==> src/rtl/muladd_pkg.sv <==
package muladd_pkg;

   typedef enum logic [3:0] {
      OP_LO        = 4'd0,
      OP_HI_S      = 4'd1,
      OP_HI_U      = 4'd2,
      OP_W_LO      = 4'd3,
      OP_W_HI_S    = 4'd4,
      OP_W_HI_U    = 4'd5,
      OP_MADD_HI_S = 4'd6,
      OP_MADD_HI_U = 4'd7,
      OP_MADD_LO   = 4'd8,
      OP_IMM       = 4'd9
   } mul_op_e;

   typedef enum logic [1:0] {
      ST_IDLE = 2'd0,
      ST_RUN  = 2'd1,
      ST_FIN  = 2'd2
   } mul_state_e;

   function automatic logic op_is_signed(mul_op_e op);
      return !(op == OP_HI_U || op == OP_W_HI_U || op == OP_MADD_HI_U);
   endfunction

endpackage

==> src/rtl/muladd_operand_prep.sv <==
module muladd_operand_prep
   import muladd_pkg::*;
#(
   parameter int XLEN  = 64,
   parameter int IMM_W = 16
) (
   input  mul_op_e           op,
   input  logic [XLEN-1:0]   a,
   input  logic [XLEN-1:0]   b,
   output logic [XLEN-1:0]   mag_a,
   output logic [XLEN-1:0]   mag_b,
   output logic              neg
);
   localparam int HALF = XLEN / 2;

   logic [XLEN-1:0] ext_a, ext_b;
   logic            sgn, sa, sb;

   always_comb begin
      ext_a = a;
      ext_b = b;
      case (op)
         OP_W_LO, OP_W_HI_S: begin
            ext_a = {{HALF{a[HALF-1]}}, a[HALF-1:0]};
            ext_b = {{HALF{b[HALF-1]}}, b[HALF-1:0]};
         end
         OP_W_HI_U: begin
            ext_a = {{HALF{1'b0}}, a[HALF-1:0]};
            ext_b = {{HALF{1'b0}}, b[HALF-1:0]};
         end
         OP_IMM: ext_b = {{(XLEN-IMM_W){b[IMM_W-1]}}, b[IMM_W-1:0]};
         default: ;
      endcase
      sgn   = op_is_signed(op);
      sa    = sgn & ext_a[XLEN-1];
      sb    = sgn & ext_b[XLEN-1];
      mag_a = sa ? (~ext_a + 1'b1) : ext_a;
      mag_b = sb ? (~ext_b + 1'b1) : ext_b;
      neg   = sa ^ sb;
   end

endmodule

==> src/rtl/muladd_iter_core.sv <==
module muladd_iter_core #(
   parameter int XLEN      = 64,
   parameter int STEP_BITS = 2
) (
   input  logic              clk,
   input  logic              rst_n,
   input  logic              load,
   input  logic              step,
   input  logic [XLEN-1:0]   mcand_in,
   input  logic [XLEN-1:0]   mplier_in,
   output logic [2*XLEN-1:0] prod,
   output logic              last
);
   localparam int PW    = 2 * XLEN;
   localparam int STEPS = XLEN / STEP_BITS;
   localparam int CNT_W = $clog2(STEPS + 1);

   logic [PW-1:0]    acc, mcand, pp;
   logic [XLEN-1:0]  mplier;
   logic [CNT_W-1:0] cnt;

   generate
      if (STEP_BITS == 1) begin : g_radix2
         assign pp = mplier[0] ? mcand : '0;
      end else begin : g_radix4
         always_comb begin
            case (mplier[1:0])
               2'd0:    pp = '0;
               2'd1:    pp = mcand;
               2'd2:    pp = mcand << 1;
               default: pp = mcand + (mcand << 1);
            endcase
         end
      end
   endgenerate

   always_ff @(posedge clk or negedge rst_n) begin
      if (!rst_n) begin
         acc    <= '0;
         mcand  <= '0;
         mplier <= '0;
         cnt    <= '0;
      end else if (load) begin
         acc    <= '0;
         mcand  <= {{XLEN{1'b0}}, mcand_in};
         mplier <= mplier_in;
         cnt    <= '0;
      end else if (step) begin
         acc    <= acc + pp;
         mcand  <= mcand << STEP_BITS;
         mplier <= mplier >> STEP_BITS;
         cnt    <= cnt + 1'b1;
      end
   end

   assign prod = acc;
   assign last = (cnt == CNT_W'(STEPS - 1));

   p_no_overrun_r2: assert property (@(posedge clk) disable iff (!rst_n)
      step |-> (cnt < CNT_W'(STEPS)));
   p_load_step_excl_r2: assert property (@(posedge clk) disable iff (!rst_n)
      !(load && step));

endmodule

==> src/rtl/muladd_finish.sv <==
module muladd_finish
   import muladd_pkg::*;
#(
   parameter int XLEN = 64
) (
   input  mul_op_e           op,
   input  logic              neg,
   input  logic [2*XLEN-1:0] prod_mag,
   input  logic [XLEN-1:0]   addend_src,
   input  logic              oe,
   input  logic              rec,
   output logic [XLEN-1:0]   res,
   output logic              ovf,
   output logic [2:0]        flg
);
   localparam int PW   = 2 * XLEN;
   localparam int HALF = XLEN / 2;

   logic [PW-1:0] prod_s, addend, sum;

   always_comb begin
      prod_s = neg ? (~prod_mag + 1'b1) : prod_mag;
      case (op)
         OP_MADD_HI_S, OP_MADD_LO: addend = {{XLEN{addend_src[XLEN-1]}}, addend_src};
         OP_MADD_HI_U:             addend = {{XLEN{1'b0}}, addend_src};
         default:                  addend = '0;
      endcase
      sum = prod_s + addend;

      case (op)
         OP_LO, OP_IMM, OP_MADD_LO, OP_W_LO:           res = sum[XLEN-1:0];
         OP_HI_S, OP_HI_U, OP_MADD_HI_S, OP_MADD_HI_U: res = sum[PW-1:XLEN];
         OP_W_HI_S, OP_W_HI_U:                         res = {2{sum[XLEN-1:HALF]}};
         default:                                      res = '0;
      endcase

      case (op)
         OP_LO:   ovf = oe & ~((&sum[PW-1:XLEN-1]) | ~(|sum[PW-1:XLEN-1]));
         OP_W_LO: ovf = oe & ~((&sum[XLEN-1:HALF-1]) | ~(|sum[XLEN-1:HALF-1]));
         default: ovf = 1'b0;
      endcase

      flg = rec ? {res[XLEN-1], ~res[XLEN-1] & (|res), ~(|res)} : 3'b000;
   end

   always_comb begin
      p_flags_onehot_r11: assert ($onehot0(flg));
   end

endmodule

==> src/rtl/int_muladd_unit.sv <==
module int_muladd_unit
   import muladd_pkg::*;
#(
   parameter int XLEN      = 64,
   parameter int STEP_BITS = 2,
   parameter int IMM_W     = 16
) (
   input  logic            clk,
   input  logic            rst_n,
   input  logic            start,
   input  logic [3:0]      op_sel,
   input  logic            ovf_en,
   input  logic            rec,
   input  logic [XLEN-1:0] src_a,
   input  logic [XLEN-1:0] src_b,
   input  logic [XLEN-1:0] src_c,
   output logic            busy,
   output logic            done,
   output logic [XLEN-1:0] result,
   output logic            overflow,
   output logic [2:0]      flags
);
   localparam int HALF = XLEN / 2;

   generate
      if (STEP_BITS != 1 && STEP_BITS != 2) begin : g_bad_step
         $error("STEP_BITS must be 1 or 2");
      end
      if (XLEN % 2 != 0 || XLEN < 4) begin : g_bad_xlen
         $error("XLEN must be even and at least 4");
      end
      if (IMM_W < 1 || IMM_W > XLEN) begin : g_bad_imm
         $error("IMM_W must lie in 1..XLEN");
      end
   endgenerate

   mul_state_e       state;
   mul_op_e          op_in, op_q;
   logic             oe_q, rec_q, neg_q, neg_in;
   logic [XLEN-1:0]  c_q, mag_a, mag_b, fin_res;
   logic [2*XLEN-1:0] prod;
   logic             last, load, step, fin_ovf;
   logic [2:0]       fin_flg;

   assign op_in = mul_op_e'(op_sel);
   assign load  = (state == ST_IDLE) && start;
   assign step  = (state == ST_RUN);
   assign busy  = (state != ST_IDLE);

   muladd_operand_prep #(.XLEN(XLEN), .IMM_W(IMM_W)) u_prep (
      .op(op_in), .a(src_a), .b(src_b),
      .mag_a(mag_a), .mag_b(mag_b), .neg(neg_in)
   );

   muladd_iter_core #(.XLEN(XLEN), .STEP_BITS(STEP_BITS)) u_core (
      .clk(clk), .rst_n(rst_n), .load(load), .step(step),
      .mcand_in(mag_a), .mplier_in(mag_b), .prod(prod), .last(last)
   );

   muladd_finish #(.XLEN(XLEN)) u_fin (
      .op(op_q), .neg(neg_q), .prod_mag(prod), .addend_src(c_q),
      .oe(oe_q), .rec(rec_q), .res(fin_res), .ovf(fin_ovf), .flg(fin_flg)
   );

   always_ff @(posedge clk or negedge rst_n) begin
      if (!rst_n) begin
         state    <= ST_IDLE;
         op_q     <= OP_LO;
         oe_q     <= 1'b0;
         rec_q    <= 1'b0;
         neg_q    <= 1'b0;
         c_q      <= '0;
         done     <= 1'b0;
         result   <= '0;
         overflow <= 1'b0;
         flags    <= 3'b000;
      end else begin
         done <= 1'b0;
         case (state)
            ST_IDLE: if (start) begin
               op_q  <= op_in;
               oe_q  <= ovf_en;
               rec_q <= rec;
               neg_q <= neg_in;
               c_q   <= src_c;
               state <= ST_RUN;
            end
            ST_RUN: if (last) state <= ST_FIN;
            ST_FIN: begin
               result   <= fin_res;
               overflow <= fin_ovf;
               flags    <= fin_flg;
               done     <= 1'b1;
               state    <= ST_IDLE;
            end
            default: state <= ST_IDLE;
         endcase
      end
   end

   p_done_pulse_r2: assert property (@(posedge clk) disable iff (!rst_n)
      done |=> !done);
   p_busy_done_excl_r2: assert property (@(posedge clk) disable iff (!rst_n)
      done |-> !busy);
   p_start_ignored_r3: assert property (@(posedge clk) disable iff (!rst_n)
      (busy && start) |=> ($stable(op_q) && $stable(c_q) && $stable(neg_q)));
   p_ovf_source_r10: assert property (@(posedge clk) disable iff (!rst_n)
      (done && overflow) |-> (oe_q && (op_q == OP_LO || op_q == OP_W_LO)));
   p_word_dup_r7: assert property (@(posedge clk) disable iff (!rst_n)
      (done && (op_q == OP_W_HI_S || op_q == OP_W_HI_U))
         |-> (result[XLEN-1:HALF] == result[HALF-1:0]));
   p_flags_gated_r11: assert property (@(posedge clk) disable iff (!rst_n)
      (done && !rec_q) |-> (flags == 3'b000));
   p_hold_r12: assert property (@(posedge clk) disable iff (!rst_n)
      (state != ST_FIN) |=> ($stable(result) && $stable(overflow) && $stable(flags)));

endmodule

==> config.mk <==
export PLATFORM = sky130hd
export DESIGN_NAME = int_muladd_unit
export DESIGN_NICKNAME = d
export VERILOG_FILES = /design/src/rtl/muladd_pkg.sv /design/src/rtl/muladd_operand_prep.sv /design/src/rtl/muladd_iter_core.sv /design/src/rtl/muladd_finish.sv /design/src/rtl/int_muladd_unit.sv
export SDC_FILE = /design/constraint.sdc
export NUM_CORES = 2
export LEC_CHECK = 0
export BUFFER_PORTS_ARGS = -buffer_cell sky130_fd_sc_hd__buf_2
export CORE_UTILIZATION = 53
export CTS_CLUSTER_DIAMETER = 60
export DETAILED_ROUTE_END_ITERATION = 10
export PLACE_DENSITY = 0.76
export SLEW_MARGIN = 20
export SYNTH_ARGS = -nofsm -noshare
export SYNTH_HDL_FRONTEND = slang
export SYNTH_SLANG_ARGS = --single-unit
==> constraint.sdc <==
create_clock -name clk -period 12.25 [get_ports clk]
set_clock_uncertainty 0.2 [all_clocks]
set_input_delay 1.225 -clock clk [delete_from_list [all_inputs] [get_ports clk]]
set_output_delay 1.225 -clock clk [all_outputs]
set_load 0.01 [all_outputs]
==> summary by stage <==
Setup path
STA classifies the critical path startpoint as a register. In this run the worst setup path begins at u_core.prod[15]. At the worst endpoint, the required time is 12.61 ns. The worst register-to-register path begins at u_core.prod[15]. The classification of the worst setup path is register to register.

The top fanout value on the critical path is 11. STA classifies the critical path endpoint as a register. The worst path arrival time is 9.97 ns.

STA
Across all setup checks in the final design, the least slack found is 2.64 ns. The number of failing hold endpoints at the final stage is 0. The post-layout minimum cycle time is 9.61 ns. For this run, the top clock speed supported by timing is 104 MHz. The final clock period utilization by the worst path is 78.4%. The worst hold slack across all endpoints is 0.262 ns. The number of failing setup endpoints in the final timing report is 0. At the pin with the least slew margin, the transition time is 1.25 ns. Setup repair after global routing left no endpoint under its margin. After routing, the total negative slack on setup checks comes to 0 ns. The final-report max-slew violation count is 0. Headroom to the max-slew limit came out at 14.6%.

Synthesis
The count of warnings emitted by yosys is 0. Counting distinct cell types in the post-synthesis netlist gives 108. The dominant synthesized flop cell is sky130_fd_sc_hd__dfrtp_1.

The mean post-synth cell area is 7.14 µm². Summed over all instances, the cell type with the most area after synthesis is sky130_fd_sc_hd__dfrtp_1. Summing every instance area after synthesis gives 54900 µm². In the synthesized netlist the async set-or-reset flop fraction comes to 100%. Counting flops with a built-in enable in the synthesized netlist gives 0.

The number of nets handed over by synthesis was 8273. The fraction of the yosys area taken by sequential cells is 21.3%. The synthesized instance count is 7681. The share of synthesized area in the top cell type comes to 21.3%. Sorting the synthesized cells by area gives the leading types as sky130_fd_sc_hd__dfrtp_1, sky130_fd_sc_hd__nand2_1, sky130_fd_sc_hd__ha_1. After synthesis the netlist holds a flip-flop and latch count of 468.

Floorplan
The y dimension of the die is 324 µm. Measured along the x axis, the die boundary spans 324 µm. The starting density of the core is 53.7%. The area of the die is 105000 µm². After floorplanning, the core was sized to cover 102000 µm².

In this run the count of I/O pins placed on the die edge is 271. In this run the core area contains 117 standard-cell rows.

Finish
In the layout the commonest cells are sky130_fd_sc_hd__nand2_1, sky130_fd_sc_hd__o21ai_0, sky130_fd_sc_hd__a21oi_1, sky130_fd_sc_hd__nor2_1, sky130_fd_sc_hd__dfrtp_1. Fill cells in the final layout number 9875. Compared with the post-synthesis result, the final layout area differs by 7.52%. The share of final-layout standard cells stronger than drive strength 1 is 7.42%. The number of cells in the finished layout apart from fillers is 9041. The leading cell type in the layout, fill and taps excluded is sky130_fd_sc_hd__nand2_1. The final layout contains 8212 nets.

Clock tree
After clock tree synthesis, the clock-pin slew on the worst setup and hold paths is 0.06 ns. CTS saw 468 sinks. The number of levels the H-tree was split into is 3. The root buffer cell is sky130_fd_sc_hd__clkbuf_16.

The clock passes through at most 3 buffers. The buffers inserted during post-CTS setup optimization is 0. TritonCTS built the clock tree. The clock latency at the later pin of the worst-skew pair is 0.67 ns. The hold buffer count at CTS is 0.

In this run, CTS created clock tree buffers numbering 66. The number of gates resized after CTS was 0.

Routing
Dividing the detail-routed wire length by the instance count gives 23.3 µm. The violation count after the first detailed-routing iteration is 6665. The remaining antenna violation count after routing is 0. The first-pass iteration count of the detailed router is 7.

The total wire length after detailed routing is 211000 µm. The count of vias placed by the detailed router is 59200. In the routed layout, each cell is associated on average with a via count of 6.54.

In the routed design, unresolved DRC markers number 0.

GRT
The leftover overflow at the end of global routing is 0. The number of global-route vias before repair is 53600. The initial antenna violation count came to 11. The largest net degree at the start of global routing is 186. The global routing usage summed across all routing layers is 39.2%. The first global-routing pass estimated 319000 µm of wire.

Job
Across the run, the number of max-cap violations was 0.

Place
Input and output buffers added on the ports amount to 270. The number of placed cells counting well taps is 8920. The congestion estimate from routability-driven global placement came to 1.10. Once detailed placement completed, the half-perimeter wirelength came to 167000 µm. The pre-CTS setup slack is 2.77 ns.

Hold path
The critical hold path startpoint is c_q[17]. The worst hold path belongs to the class register to register.

Run status
The flow ran to the end, and the final reports show no timing, DRC or antenna violations.
==> metal layers <==
| layer | GRT usage (%) | wire [µm] |
|---|---|---|
| met2 | 57.6 | 87600 |
| met1 | 54.3 | 92500 |
| met3 | 7.37 | 18600 |
| met4 | 20.2 | 12200 |
| met5 | 0 | 45 |
==> cell families after synthesis <==
| family | after synthesis | synth area share (%) |
|---|---|---|
| flip-flops | 468 | 21.3 |
| AND/OR/NAND/NOR | 2900 | 24.6 |
| adder cells (fa/ha/maj) | 391 | 8.96 |
| AO/OA/AOI/OAI | 2635 | 29.7 |
| buffers and inverters | 609 | 4.32 |
| XOR/XNOR | 560 | 8.97 |
| multiplexers | 118 | 2.17 |
==> registers in the layout, summed over array words and instances, names as in the netlist <==
register and count:
overflow 1, done 1, neg_q 1, flags 3, oe_q 1, u_core.prod 128
state 2, c_q 64, u_core.mcand 128, u_core.mplier 64, rec_q 1, u_core.cnt 6
result 64, op_q 4
==> worst max-delay path: stages (launching register included) <==
cell                        delay (ns)
sky130_fd_sc_hd__dfrtp_1          0.44
sky130_fd_sc_hd__or3_4            0.42
sky130_fd_sc_hd__nor4_2           0.60
sky130_fd_sc_hd__nand3_1          0.28
sky130_fd_sc_hd__or3_1            0.50
sky130_fd_sc_hd__nand4b_1         0.33
sky130_fd_sc_hd__or4_1            0.56
sky130_fd_sc_hd__or4_1            0.61
sky130_fd_sc_hd__or4_1            0.58
sky130_fd_sc_hd__nor3_1           0.28
sky130_fd_sc_hd__nand2_1          0.14
sky130_fd_sc_hd__o31ai_1          0.27
sky130_fd_sc_hd__xnor2_1          0.16
sky130_fd_sc_hd__ha_1             0.38
sky130_fd_sc_hd__a21oi_1          0.22
sky130_fd_sc_hd__o21bai_1         0.10
sky130_fd_sc_hd__a21oi_1          0.23
sky130_fd_sc_hd__o21ai_0          0.17
sky130_fd_sc_hd__a21o_1           0.30
sky130_fd_sc_hd__a2111oi_0        1.00
sky130_fd_sc_hd__nor2_1           0.16
sky130_fd_sc_hd__xor2_1           0.22
sky130_fd_sc_hd__a22oi_1          0.29
sky130_fd_sc_hd__nand4_1          0.13
sky130_fd_sc_hd__nor4_1           0.26
sky130_fd_sc_hd__nand4_1          0.19
sky130_fd_sc_hd__nor4_2           0.35
sky130_fd_sc_hd__a22o_1           0.16
==> through the flow <==
step | util (%) | instance area [µm²]
2_1_floorplan | - | 54900
3_3_place_gp | 55.5 | 56700
3_5_place_dp | 55.5 | 56700
4_1_cts | 57.7 | 59000
5_1_grt | 57.7 | 59000
6_report | 57.7 | 59000
==> cell type report <==
| class | count | area [µm²] | share of cell area [%] |
|---|---|---|---|
| Antenna cell | 4 | 10.0 | 0.0170 |
| Clock buffer | 83 | 1840 | 3.11 |
| Clock inverter | 34 | 403 | 0.683 |
| Inverter | 144 | 556 | 0.942 |
| Multi-Input combinational cell | 6604 | 40900 | 69.3 |
| Sequential cell | 468 | 11700 | 19.9 |
| Tap cell | 1368 | 1710 | 2.90 |
| Timing Repair Buffer | 336 | 1870 | 3.17 |
==> synth_stat cells (17+ instances only) <==
master / count
sky130_fd_sc_hd__clkbuf_1: 431
sky130_fd_sc_hd__and2_1: 32
sky130_fd_sc_hd__nor2_1: 511
sky130_fd_sc_hd__a21boi_0: 25
sky130_fd_sc_hd__o21ai_0: 759
sky130_fd_sc_hd__nand2_1: 1367
sky130_fd_sc_hd__dfrtp_1: 468
sky130_fd_sc_hd__nor3_1: 141
sky130_fd_sc_hd__a22oi_1: 51
sky130_fd_sc_hd__inv_1: 142
sky130_fd_sc_hd__nand2b_1: 52
sky130_fd_sc_hd__nand4_1: 201
sky130_fd_sc_hd__or4_1: 39
sky130_fd_sc_hd__xnor2_1: 364
sky130_fd_sc_hd__nand3_1: 124
sky130_fd_sc_hd__o21ai_1: 56
sky130_fd_sc_hd__a21oi_1: 666
sky130_fd_sc_hd__or3_1: 79
sky130_fd_sc_hd__nor2b_1: 109
sky130_fd_sc_hd__a21o_1: 278
sky130_fd_sc_hd__ha_1: 388
sky130_fd_sc_hd__o31ai_1: 85
sky130_fd_sc_hd__mux2i_1: 112
sky130_fd_sc_hd__o2111ai_1: 18
sky130_fd_sc_hd__and4_1: 17
sky130_fd_sc_hd__nor4_1: 65
sky130_fd_sc_hd__or2_2: 33
sky130_fd_sc_hd__and3_1: 54
sky130_fd_sc_hd__o221ai_1: 25
sky130_fd_sc_hd__a31oi_1: 160
sky130_fd_sc_hd__buf_1: 24
sky130_fd_sc_hd__o21a_1: 59
sky130_fd_sc_hd__o211ai_1: 34
sky130_fd_sc_hd__o41ai_1: 33
sky130_fd_sc_hd__xor2_1: 194
sky130_fd_sc_hd__o21bai_1: 110
sky130_fd_sc_hd__a221oi_1: 56
sky130_fd_sc_hd__a211oi_1: 44
==> path summary, 6_finish.rpt <==
| path | slack (ns) | endpoint | cells after the start |
|---|---|---|---|
| setup / recovery | 2.64 | flags[0] | 27 |
| hold / removal | 0.26 | c_q[17] | 2 |
| setup reg to reg | 2.64 | flags[0] | 27 |
| hold reg to reg | 0.26 | c_q[17] | 2 |
| max in group asynchronous | 9.48 | u_core.mplier[0] | 3 |
| min in group asynchronous | 0.37 | u_core.prod[2] | 1 |
Power is not shown: default switching activity piles up to over one toggle a cycle in this logic, so the estimate is an artifact.
